$ cat config.mk
export PLATFORM = sky130hd
export DESIGN_NAME = spi_reg_slave
export DESIGN_NICKNAME = d
export VERILOG_FILES = /design/src/rtl/spi_reg_pkg.sv /design/src/rtl/spi_sync.sv /design/src/rtl/spi_frame_shift.sv /design/src/rtl/spi_reg_slave.sv
export SDC_FILE = /design/constraint.sdc
export NUM_CORES = 1
export LEC_CHECK = 0
export BUFFER_PORTS_ARGS = -buffer_cell sky130_fd_sc_hd__buf_2
export CAP_MARGIN = 15
export CORE_MARGIN = 1
export CORE_UTILIZATION = 48
export CTS_BUF_LIST = sky130_fd_sc_hd__clkbuf_16
export CTS_CLUSTER_DIAMETER = 150
export DETAILED_ROUTE_END_ITERATION = 12
export GPL_TIMING_DRIVEN = 0
export HOLD_SLACK_MARGIN = 0.06
export PLACE_DENSITY_LB_ADDON = 0.12
export SYNTH_ARGS = -nofsm -noshare
export SYNTH_HDL_FRONTEND = slang
export SYNTH_SLANG_ARGS = --single-unit
$ cat constraint.sdc
create_clock -name clk -period 1.6 [get_ports clk]
set_clock_uncertainty 0.05 [all_clocks]
set_input_delay 0.32 -clock clk [delete_from_list [all_inputs] [get_ports clk]]
set_output_delay 0.32 -clock clk [all_outputs]
set_load 0.005 [all_outputs]
$ cat src/rtl/spi_reg_pkg.sv
package spi_reg_pkg;
    localparam int FRAME_W = 8;
    localparam int ADDR_W  = 7;
    localparam int CNT_W   = $clog2(FRAME_W);

    typedef enum logic [1:0] {
        ST_IDLE,
        ST_ADDR,
        ST_RDATA,
        ST_WDATA
    } xfer_state_t;
endpackage

$ cat src/rtl/spi_sync.sv
module spi_sync #(
    parameter int         W       = 1,
    parameter logic [W-1:0] RST_VAL = '0
) (
    input  logic         clk,
    input  logic         rst_n,
    input  logic [W-1:0] d,
    output logic [W-1:0] q
);
    logic [W-1:0] meta;

    always_ff @(posedge clk or negedge rst_n) begin
        if (!rst_n) begin
            meta <= RST_VAL;
            q    <= RST_VAL;
        end else begin
            meta <= d;
            q    <= meta;
        end
    end
endmodule

$ cat src/rtl/spi_frame_shift.sv
module spi_frame_shift
    import spi_reg_pkg::*;
(
    input  logic               clk,
    input  logic               rst_n,
    input  logic               active,
    input  logic               sclk_s,
    input  logic               mosi_s,
    input  logic               load,
    input  logic [FRAME_W-1:0] load_val,
    output logic               sclk_rise,
    output logic               frame_done,
    output logic [FRAME_W-1:0] rx_byte,
    output logic               miso
);
    logic               sclk_prev;
    logic               sclk_fall;
    logic [CNT_W-1:0]   bit_cnt;
    logic [FRAME_W-1:0] rx_sr;
    logic [FRAME_W-1:0] tx_sr;

    assign sclk_rise  = active && !sclk_prev && sclk_s;
    assign sclk_fall  = active && sclk_prev && !sclk_s;
    assign frame_done = sclk_fall && (bit_cnt == CNT_W'(FRAME_W - 1));
    assign rx_byte    = {rx_sr[FRAME_W-2:0], mosi_s};

    always_ff @(posedge clk or negedge rst_n) begin
        if (!rst_n) begin
            sclk_prev <= 1'b0;
            bit_cnt   <= '0;
            rx_sr     <= '0;
            tx_sr     <= '0;
            miso      <= 1'b0;
        end else begin
            sclk_prev <= sclk_s;
            if (!active) begin
                bit_cnt <= '0;
            end else if (sclk_fall) begin
                bit_cnt <= bit_cnt + 1'b1;
                rx_sr   <= rx_byte;
            end
            if (load) begin
                tx_sr <= load_val;
            end else if (sclk_rise) begin
                miso  <= tx_sr[FRAME_W-1];
                tx_sr <= {tx_sr[FRAME_W-2:0], 1'b0};
            end
        end
    end
endmodule

$ cat src/rtl/spi_reg_slave.sv
module spi_reg_slave
    import spi_reg_pkg::*;
(
    input  logic               clk,
    input  logic               rst_n,
    input  logic               cs_n,
    input  logic               sclk,
    input  logic               mosi,
    output logic               miso,
    output logic               miso_oe,
    input  logic [FRAME_W-1:0] status_in,
    output logic [ADDR_W-1:0]  reg_addr,
    output logic               reg_wr_en,
    output logic [FRAME_W-1:0] reg_wr_data,
    input  logic [FRAME_W-1:0] reg_rd_data
);
    xfer_state_t        state, state_nx;
    logic               cs_s, sclk_s, mosi_s;
    logic               sclk_rise;
    logic               frame_done;
    logic [FRAME_W-1:0] rx_byte;
    logic               ld_q, ld_stat_q;

    spi_sync #(.W(3), .RST_VAL(3'b100)) u_sync (
        .clk   (clk),
        .rst_n (rst_n),
        .d     ({cs_n, sclk, mosi}),
        .q     ({cs_s, sclk_s, mosi_s})
    );

    spi_frame_shift u_shift (
        .clk        (clk),
        .rst_n      (rst_n),
        .active     (state != ST_IDLE),
        .sclk_s     (sclk_s),
        .mosi_s     (mosi_s),
        .load       (ld_q),
        .load_val   (ld_stat_q ? status_in : reg_rd_data),
        .sclk_rise  (sclk_rise),
        .frame_done (frame_done),
        .rx_byte    (rx_byte),
        .miso       (miso)
    );

    // Next-state decode
    always_comb begin
        state_nx = state;
        unique case (state)
            ST_IDLE: if (!cs_s) state_nx = ST_ADDR;
            ST_ADDR, ST_RDATA: begin
                if (cs_s)            state_nx = ST_IDLE;
                else if (frame_done) state_nx = rx_byte[0] ? ST_WDATA : ST_RDATA;
            end
            ST_WDATA: begin
                if (cs_s)            state_nx = ST_IDLE;
                else if (frame_done) state_nx = ST_ADDR;
            end
            default: state_nx = ST_IDLE;
        endcase
    end

    always_ff @(posedge clk or negedge rst_n) begin
        if (!rst_n) state <= ST_IDLE;
        else        state <= state_nx;
    end

    // Registered outputs and load requests
    always_ff @(posedge clk or negedge rst_n) begin
        if (!rst_n) begin
            ld_q        <= 1'b0;
            ld_stat_q   <= 1'b1;
            reg_addr    <= '0;
            reg_wr_en   <= 1'b0;
            reg_wr_data <= '0;
            miso_oe     <= 1'b0;
        end else begin
            ld_q      <= 1'b0;
            reg_wr_en <= 1'b0;
            miso_oe   <= (state_nx != ST_IDLE);
            unique case (state)
                ST_IDLE: if (!cs_s) begin
                    ld_q      <= 1'b1;
                    ld_stat_q <= 1'b1;
                end
                ST_ADDR, ST_RDATA: if (!cs_s && frame_done) begin
                    reg_addr  <= rx_byte[FRAME_W-1:1];
                    ld_q      <= 1'b1;
                    ld_stat_q <= 1'b0;
                end
                ST_WDATA: if (!cs_s && frame_done) begin
                    reg_wr_en   <= 1'b1;
                    reg_wr_data <= rx_byte;
                    ld_q        <= 1'b1;
                    ld_stat_q   <= 1'b1;
                end
                default: ;
            endcase
        end
    end
endmodule

==> metrics.txt, run 1 <==
status finished, violations left; failing checks negative setup slack; CTS Buf Count 5; Starting Density a little over half; worst hold slack around 0.084 ns; DRT Wirelength ~4.3 mm; Synth warnings 0; final period utilization 108.2%; final hold violations 0; power per cell area between 1000 and 1500 nW/µm²; Reg area 1180 µm²; Critical Path RT roughly 1.7 ns; Worst Slack Setup Final -0.1304 ns; Gate Count Post-Synth around 150; max-slew violations 0; Clock Latency Late Sink 0.28 ns; gpl congestion 0.8351; post-synthesis sequential area ratio between 50 and 60%; Slew @ Worst Pin ~1.0 ns; # fillers 269; n_diodes 0; initial antenna violation count 0; antenna viol nets, final 0; RSZ-0062 raised after global routing yes; number of remaining DRC errors 0; die height ~66 µm; Synth area leader dfrtp_1; DPL Wire Length 2.425 mm; FF+latch count, synth 47; Setup CP Type flip-flop to flip-flop; Max Clock Freq 0.5779 GHz; CTS Sinks 47; die area about 4400 µm²; Reg clk slew, reported paths about 0.060 ns; hold buffer count at cts 0; first-pass GRT wire length between 6 and 7 mm; GRT Total Usage between 20% and 30%; Net Count, Synth 171; die width approximately 66 µm; CP max stage cell mux2_4; Total Power roughly 3.8 mW; slowest stage delay, CP around 0.36 ns; Worst slew margin a little under a third; CP max FO 8; DR pass1 iterations 4; Worst Setup End Kind flip-flop; Top Family by Delay on Critical Path simple AND/OR/NAND/NOR gates; routed len/inst 16.73 µm; total core area about 3800 µm²; Critical Path Source Type flip-flop; worst vdd ir 0.8669 mV; Clock Path Buffers 2; DR vias/cell ~5.4; mapped cell area 1976 µm²; min cycle time layout 1.730 ns; fin nets between 200 and 250; root buf cell clkbuf_16; Area growth syn-to-layout 35.97%; vias in the first global route approximately 1400; largest net degree at the start of global routing 48; I/O Buffers 38; CP bufs+invs 1; final setup vio count 32; DR iter-0 viols between 100 and 150; Area contributors post-synth dfrtp_1 (56%), mux2_2 (18%), dfstp_2 (4.0%); Mapped Avg Cell Area 13.53 µm²; area of the multi-input gates around 880 µm²; H-tree levels 2; fraction of layout cells with a size suffix above 1 between 50% and 60%; WP data arrival around 1.9 ns; GRT overflow 0; max cap viols 0; FP Rows 22; worst hold path type input pin to flip-flop; leak pwr ~1.4 nW; I/O Pins 39; CTS tree built; vias between 1000 and 1500; synth unique cells 28; Synth top area share between 50 and 60%; cell breakdown of the critical path inv_1, ha_4, nor3b_4, nand4_4, mux2_4
[worst reg2reg max path: stages, from the launching register on]
cell and delay (ns):
dfrtp_1 0.35, inv_1 0.07, ha_4 0.20, nor3b_4 0.31
nand4_4 0.27, mux2_4 0.37
[metal layers]
layer | up-vias | GRT usage (%) | part of all wire, %
li1 | 644 | - | -
met1 | 699 | 29.34 | 42
met2 | 57 | 34.82 | 51
met3 | 7 | 4.828 | 5.2
met4 | 0 | 6.915 | 1.1
met5 | - | 0 | 0
[cells by family after synthesis]
group	count (synthesis)	synth area share, %
xor+xnor	1	0.4434
fa+ha+maj	4	2.533
simple gates	34	11.08
flops	47	59.72
mux	31	17.67
buf+inv	9	1.963
compound gates	20	6.587
[worst paths after layout]
check / start / end / slack, ns / cells past startpoint
min reg2reg: u_sync.meta[2] / u_sync.q[2] / 0.31 / 0
min in group asynchronous: rst_n / u_shift.tx_sr[5] / 0.17 / 1
min: cs_n / u_sync.meta[2] / 0.08 / 1
max: state[1] / reg_addr[0] / -0.13 / 5
max in group asynchronous: rst_n / state[1] / 0.70 / 1
max reg2reg: state[1] / reg_addr[0] / -0.13 / 5
[cells in the final DEF (no fill, tap or decap), drive strengths merged]
cell type and n:
mux2 31, or2 1, xnor2 1, dfstp 3, nor4b 1, a31oi 1
bufinv 1, nand4bb 1, dfrtp 44, nand4 2, a21oi 4, and3 1
o21ai 6, clkbuf 5, inv 5, a22o 1, a22oi 7, ha 4
nor3b 1, nand3 1, clkinv 2, nand2 20, nor2 5, nor3 1
nor2b 1, o31ai 1, buf 60
[registers in the layout, summed over array words and instances (netlist names), 2 cells and up]
name	count
reg_wr_data	8
reg_addr	7
u_shift.tx_sr	8
u_sync.q	3
u_sync.meta	3
u_shift.bit_cnt	3
state	2
u_shift.rx_sr	7
[cells in the mapped netlist (all sizes together)]
master and instances:
a22o 1, o31ai 1, dfrtp 44, nor2 5, nor2b 1, mux2 31
o21ai 6, nor3 1, a22oi 7, dfstp 3, inv 5, nand3 1
or2 1, a21oi 4, clkbuf 2, nor4b 1, nand2 19, a31oi 1
and3 1, ha 4, nor3b 1, xnor2 1, nand4 2, buf 2
nand4bb 1
[where the power goes]
part           internal [mW]  switching (mW)
logic                  0.562           0.410
clock network          0.736           0.424
registers               1.44           0.218
[area by class of cell]
| class | instances | share of cell area, % |
|---|---|---|
| sequential | 47 | 43.92 |
| multi-input combinational | 91 | 32.65 |
| timing repair buffer | 59 | 13.65 |
| clock buffer | 5 | 4.658 |
| tap | 48 | 2.236 |
| clock inverter | 3 | 1.630 |
| inverter | 5 | 0.6986 |
| buffer | 1 | 0.5589 |
[per-stage QoR]
stage                     cells  setup slack, ns  TNS (ns)  instance area (µm²)  util, %
after floorplan             146         -0.05851   -0.9705                 2027        -
after global placement      232          -0.2285    -4.824                 2277    59.95
after detailed placement    232          -0.2788    -6.984                 2277    59.95
after CTS                   252         -0.08194    -1.742                 2601    68.48
after global routing        259          -0.1990    -4.990                 2686    70.72
final                       259          -0.1304    -2.798                 2686    70.72
[repair_timing]
action	CTS	global route
setup buffers	13	8
cloned	1	0
gates resized for setup	16	9
pin swaps	6	3
setup endpoints to repair	36	35
No activity file was read; power rests on OpenSTA's default activity.
==> inputs of run 2 (changes only) <==
CORE_UTILIZATION = 55   (was 48)
clock period = 2 ns   (was 1.6 ns; I/O delays follow)
==> metrics.txt, run 2 (synthesis results as in run 1) <==
# fillers 247; FP Rows 21; CTS Sinks 47; initial antenna violation count 0; status completed; worst hold path type input pin to flip-flop; I/O Pins 39; hold buffer count at cts 0; H-tree levels 2; DR pass1 iterations 4; Critical Path Source Type flip-flop; final hold violations 0; post_cts resized 0; number of remaining DRC errors 0; sw frac about 28%; Max Clock Freq 0.5259 GHz; final setup vio count 0; largest net degree at the start of global routing 48; leak pwr roughly 1.2 nW; DR vias/cell between 5 and 6; power per cell area roughly 1100 nW/µm²; Clock Latency Late Sink around 0.28 ns; GRT overflow 0; gpl congestion approximately 0.74; die area 3836 µm²; vias in the first global route 1205; n_diodes 0; die height 61.94 µm; worst vdd ir between 0.7 and 0.8 mV; Critical Path RT 2.11 ns; Worst Setup End Kind flip-flop; most frequent cells in the layout dfrtp_1 (44), buf_2 (38), mux2_2 (31); WP data arrival around 2 ns; antenna viol nets, final 0; commonest non-fill, non-tap cell in the layout dfrtp_1; die width 61.94 µm; worst hold slack around 0.17 ns; min cycle time layout about 1.9 ns; Largest regs reg_wr_data: 8 flops, u_shift.tx_sr: 8 flops; Slew @ Worst Pin 0.9798 ns; routed len/inst 14.14 µm; Setup CP Type flip-flop to flip-flop; DPL Wire Length 2.385 mm; Worst slew margin 34.68%; Area growth syn-to-layout 20.14%; I/O Buffers 38; Comb power frac 20.0%; CP max FO 10; RSZ-0062 raised after global routing no; total core area about 3400 µm²; max-slew violations 0; sw power about 0.73 mW; fin nets between 200 and 250; fraction of layout cells with a size suffix above 1 a little under half; Reg clk slew, reported paths approximately 0.060 ns; CTS Buf Count 5; vias around 1300; max cap viols 0; Final Util between 70% and 80%; GRT Total Usage 19.40%; Starting Density around three fifths; Clock Path Buffers 2; clock power share 30.2%; DR iter-0 viols between 40 and 50; DRT Wirelength approximately 3.4 mm; root buf cell clkbuf_16; Pint 1.860 mW; sum of negative setup slack 0 ns; first-pass GRT wire length 5.230 mm; CTS tree built; final period utilization about 95%; postcts setup bufs 0; Reg power frac between 40% and 50%
## run 2: cell types whose count changed in the layout (fill, tap and decap cells not counted), sizes merged
cell      delta
clkbuf       +2
bufinv       -1
buf         -20
clkinvlp     +1
nand2        -1
## run 2: power groups by stage
stage               logic [mW]  clock network [mW]  registers, mW
floorplan                0.392                   0           1.27
global placement         0.492                   0           1.29
detailed placement       0.522                   0           1.31
CTS                      0.528               0.788           1.29
global route             0.587               0.819           1.32
finish                   0.520               0.783           1.29
## run 2: path summary, 6_finish.rpt
check | endpoint | startpoint | depth (start not counted) | slack (ns)
worst max-delay path | u_shift.rx_sr[1] | state[0] | 6 | 0.1
worst min-delay path | u_sync.meta[2] | cs_n | 1 | 0.17
worst max register to register | u_shift.rx_sr[1] | state[0] | 6 | 0.1
worst min register to register | u_sync.q[0] | u_sync.meta[0] | 0 | 0.31
max in group asynchronous | u_shift.tx_sr[7] | rst_n | 1 | 1.06
min in group asynchronous | reg_wr_en | rst_n | 1 | 0.23
## run 2: area by class of cell
class / instances / area [µm²] / area share, %
timing repair buffer: 38 / 190.2 / 8.013
clock buffer: 5 / 125.1 / 5.271
sequential: 47 / 1180 / 49.71
tap: 46 / 57.56 / 2.425
buffer: 4 / 22.52 / 0.9489
clock inverter: 3 / 15.01 / 0.6326
inverter: 5 / 18.77 / 0.7907
multi-input combinational: 90 / 764.5 / 32.21
## run 2: per-layer routing
layer	vias to the layer above	share of wire (%)	GRT usage [%]
li1	603	-	-
met1	628	42	22.41
met2	38	53	35.48
met3	8	4.4	3.934
met4	0	0.77	7.302
met5	-	0	0
## run 2: metrics by stage
step	power, mW	cells	area [µm²]	setup WS (ns)
final	2.595	238	2374	0.09859
after global routing	2.729	238	2374	0.01243
after CTS	2.610	238	2364	0.01956
after detailed placement	1.834	230	2223	0.03456
after global placement	1.782	230	2223	0.1002
after floorplan	1.658	146	1976	0.2487
## run 2: critical path, stage by stage (launching register included)
cell,delay [ns]
dfrtp_1,0.39
inv_1,0.06
ha_1,0.19
buf_4,0.18
nor3b_4,0.32
buf_4,0.24
mux2_2,0.35
==> inputs of run 3 (changes only) <==
CORE_MARGIN = 8   (was 1)
SYNTH_HIERARCHICAL = 1   (was default)
==> metrics.txt, run 3 <==
status completed; number of remaining DRC errors 0; top cells by count, synth dfrtp_1 (44), mux2_4 (20), a21oi_1 (14), mux2_2 (11); CTS Buf Count 5; Total Power 2.656 mW; leak pwr ~1.4 nW; vias in the first global route 1411; WP data arrival approximately 2 ns; Pint 1.917 mW; max cap viols 0; sw frac about 28%; CTS tree built; initial antenna violation count 0; top-count cell post-synth dfrtp_1; FP Rows 22; synth unique cells 30; Reg clk slew, reported paths approximately 0.05 ns; Synth warnings 6; Area growth syn-to-layout 21.79%; ys flop type dfrtp_1; final hold violations 0; DR vias/cell around 5.2; commonest non-fill, non-tap cell in the layout dfrtp_1; Net Count, Synth 182; vias about 1300; number of flops mapped to enable cells by yosys 0; total core area 3661 µm²; Area contributors post-synth dfrtp_1 (53%), mux2_4 (14%), mux2_2 (5.9%); GRT overflow 0; Setup CP Type flip-flop to flip-flop; die height 77.56 µm; Clock Latency Late Sink approximately 0.29 ns; worst vdd ir 0.5741 mV; final period utilization 96.05%; sw power ~0.74 mW; DR iter-0 viols between 40 and 50; GRT Total Usage between 10% and 20%; worst hold slack around 0.16 ns; worst hold path type input pin to flip-flop; max-slew violations 0; fraction of layout cells with a size suffix above 1 a little under half; Synth top area share 52.82%; most frequent cells in the layout dfrtp_1 (44), buf_2 (39), mux2_4 (20); Gate Count Post-Synth around 160; die width slightly below 80 µm; Critical Path RT approximately 2.1 ns; Clock Path Buffers 2; mapped cell area 2084 µm²; Slew @ Worst Pin around 1.0 ns; root buf cell clkbuf_16; clock power share between 20% and 30%; CTS Sinks 47; n_diodes 0; I/O Buffers 38; I/O Pins 39; Mapped Avg Cell Area ~13 µm²; min cycle time layout between 1.5 and 2 ns; DP Worst Slack -0.1984 ns; sum of negative setup slack 0 ns; die area 6016 µm²; Comb power frac 22.3%; Largest regs reg_wr_data: 8 flops, u_shift/tx_sr: 8 flops; CP max FO 5; gpl congestion 0.7942; routed len/inst around 15 µm; DRT Wirelength between 3 and 4 mm; Worst Setup End Kind flip-flop; largest net degree at the start of global routing 48; RSZ-0062 raised after global routing no; H-tree levels 2; fin nets about 230; post-synthesis sequential area ratio between 50 and 60%; FF+latch count, synth between 40 and 50; Worst Slack Setup Final between 0.07 and 0.08 ns; Async SR Flop Fraction 100.0%; Worst slew margin roughly a third; Starting Density 56.94%; Synth area leader dfrtp_1; final setup vio count 0; antenna viol nets, final 0; power per cell area 1046 nW/µm²; first-pass GRT wire length between 6 and 7 mm; DR pass1 iterations 2; DPL Wire Length roughly 2.7 mm; Critical Path Source Type flip-flop; Max Clock Freq between 0.5 and 0.6 GHz; Reg power frac 48.6%
==> run 3: changes by cell type after synthesis, moves of 7 or more <==
cell | previous run | this run
a22oi_1 | 7 | 0
mux2_4 | 0 | 20
mux2_2 | 31 | 11
nand2_1 | 18 | 9
nor2b_1 | 1 | 8
a21oi_1 | 4 | 14
==> run 3: power by group through the flow <==
stage	Combinational, mW	Sequential, mW	Clock [mW]
after CTS	0.577	1.29	0.796
after global placement	0.504	1.29	0
final	0.592	1.29	0.772
after global routing	0.648	1.32	0.841
after floorplan	0.405	1.27	0
after detailed placement	0.533	1.31	0
==> run 3: layout make-up <==
cell class	count	area, µm²
multi-input combinational	95	858.3
clock inverter	3	11.26
inverter	10	37.54
timing repair buffer	44	235.2
clock buffer	5	125.1
tap	48	60.06
fill	259	1122
sequential	47	1180
buffer	4	31.28
==> run 3: routing by layer <==
layer / global-route usage, % / up-vias / routed length [µm]
met5: 0 / - / 0
met4: 5.660 / 0 / 64
met3: 5.991 / 7 / 189
met2: 24.35 / 20 / 2095
met1: 15.16 / 656 / 1608
li1: - / 636 / -
==> run 3: cell families after synthesis <==
group	count (synthesis)	share of synthesized area, %
muxes	31	20.35
adders and majority gates	5	3.001
xor gates and xnor gates	1	0.4202
and+or+nand+nor	36	10.38
DFF	47	56.60
AOI/OAI and AO/OA	22	6.123
buffers and inverters	14	3.121
==> run 3: final timing paths <==
kind	start	end	slack, ns	cells after the start
worst max-delay path	state[0]	miso_oe	0.08	10
worst min-delay path	cs_n	u_sync/meta[2]	0.16	1
worst max register to register	state[0]	miso_oe	0.08	10
worst min register to register	u_sync/meta[0]	u_sync/q[0]	0.31	0
max in group asynchronous	rst_n	reg_addr[0]	1.04	1
min in group asynchronous	rst_n	u_shift/tx_sr[6]	0.23	1
==> run 3: what timing repair did <==
action / CTS / global route
endpoints found under the setup margin: 16 / 16
gates cloned: 0 / 0
pin swaps: 1 / 1
setup buffers: 4 / 2
hold buffers: 0 / 0
resized for setup: 2 / 4
==> run 3: stage by stage <==
stage	instances	utilization, %	area, µm²
after global routing	256	69.34	2539
after global placement	242	63.84	2337
after CTS	254	68.63	2512
after floorplan	156	-	2087
final	256	69.34	2539
after detailed placement	242	63.84	2337
==> run 3: worst max-delay path, cell delays in order, from the launching register on <==
cell and delay [ns]:
dfrtp_1 0.36, inv_2 0.05, ha_2 0.18, inv_2 0.07, nand3b_4 0.10, buf_8 0.14, nor2_4 0.12, nand2b_1 0.08
a211o_1 0.29, o221a_2 0.14, or2_1 0.21
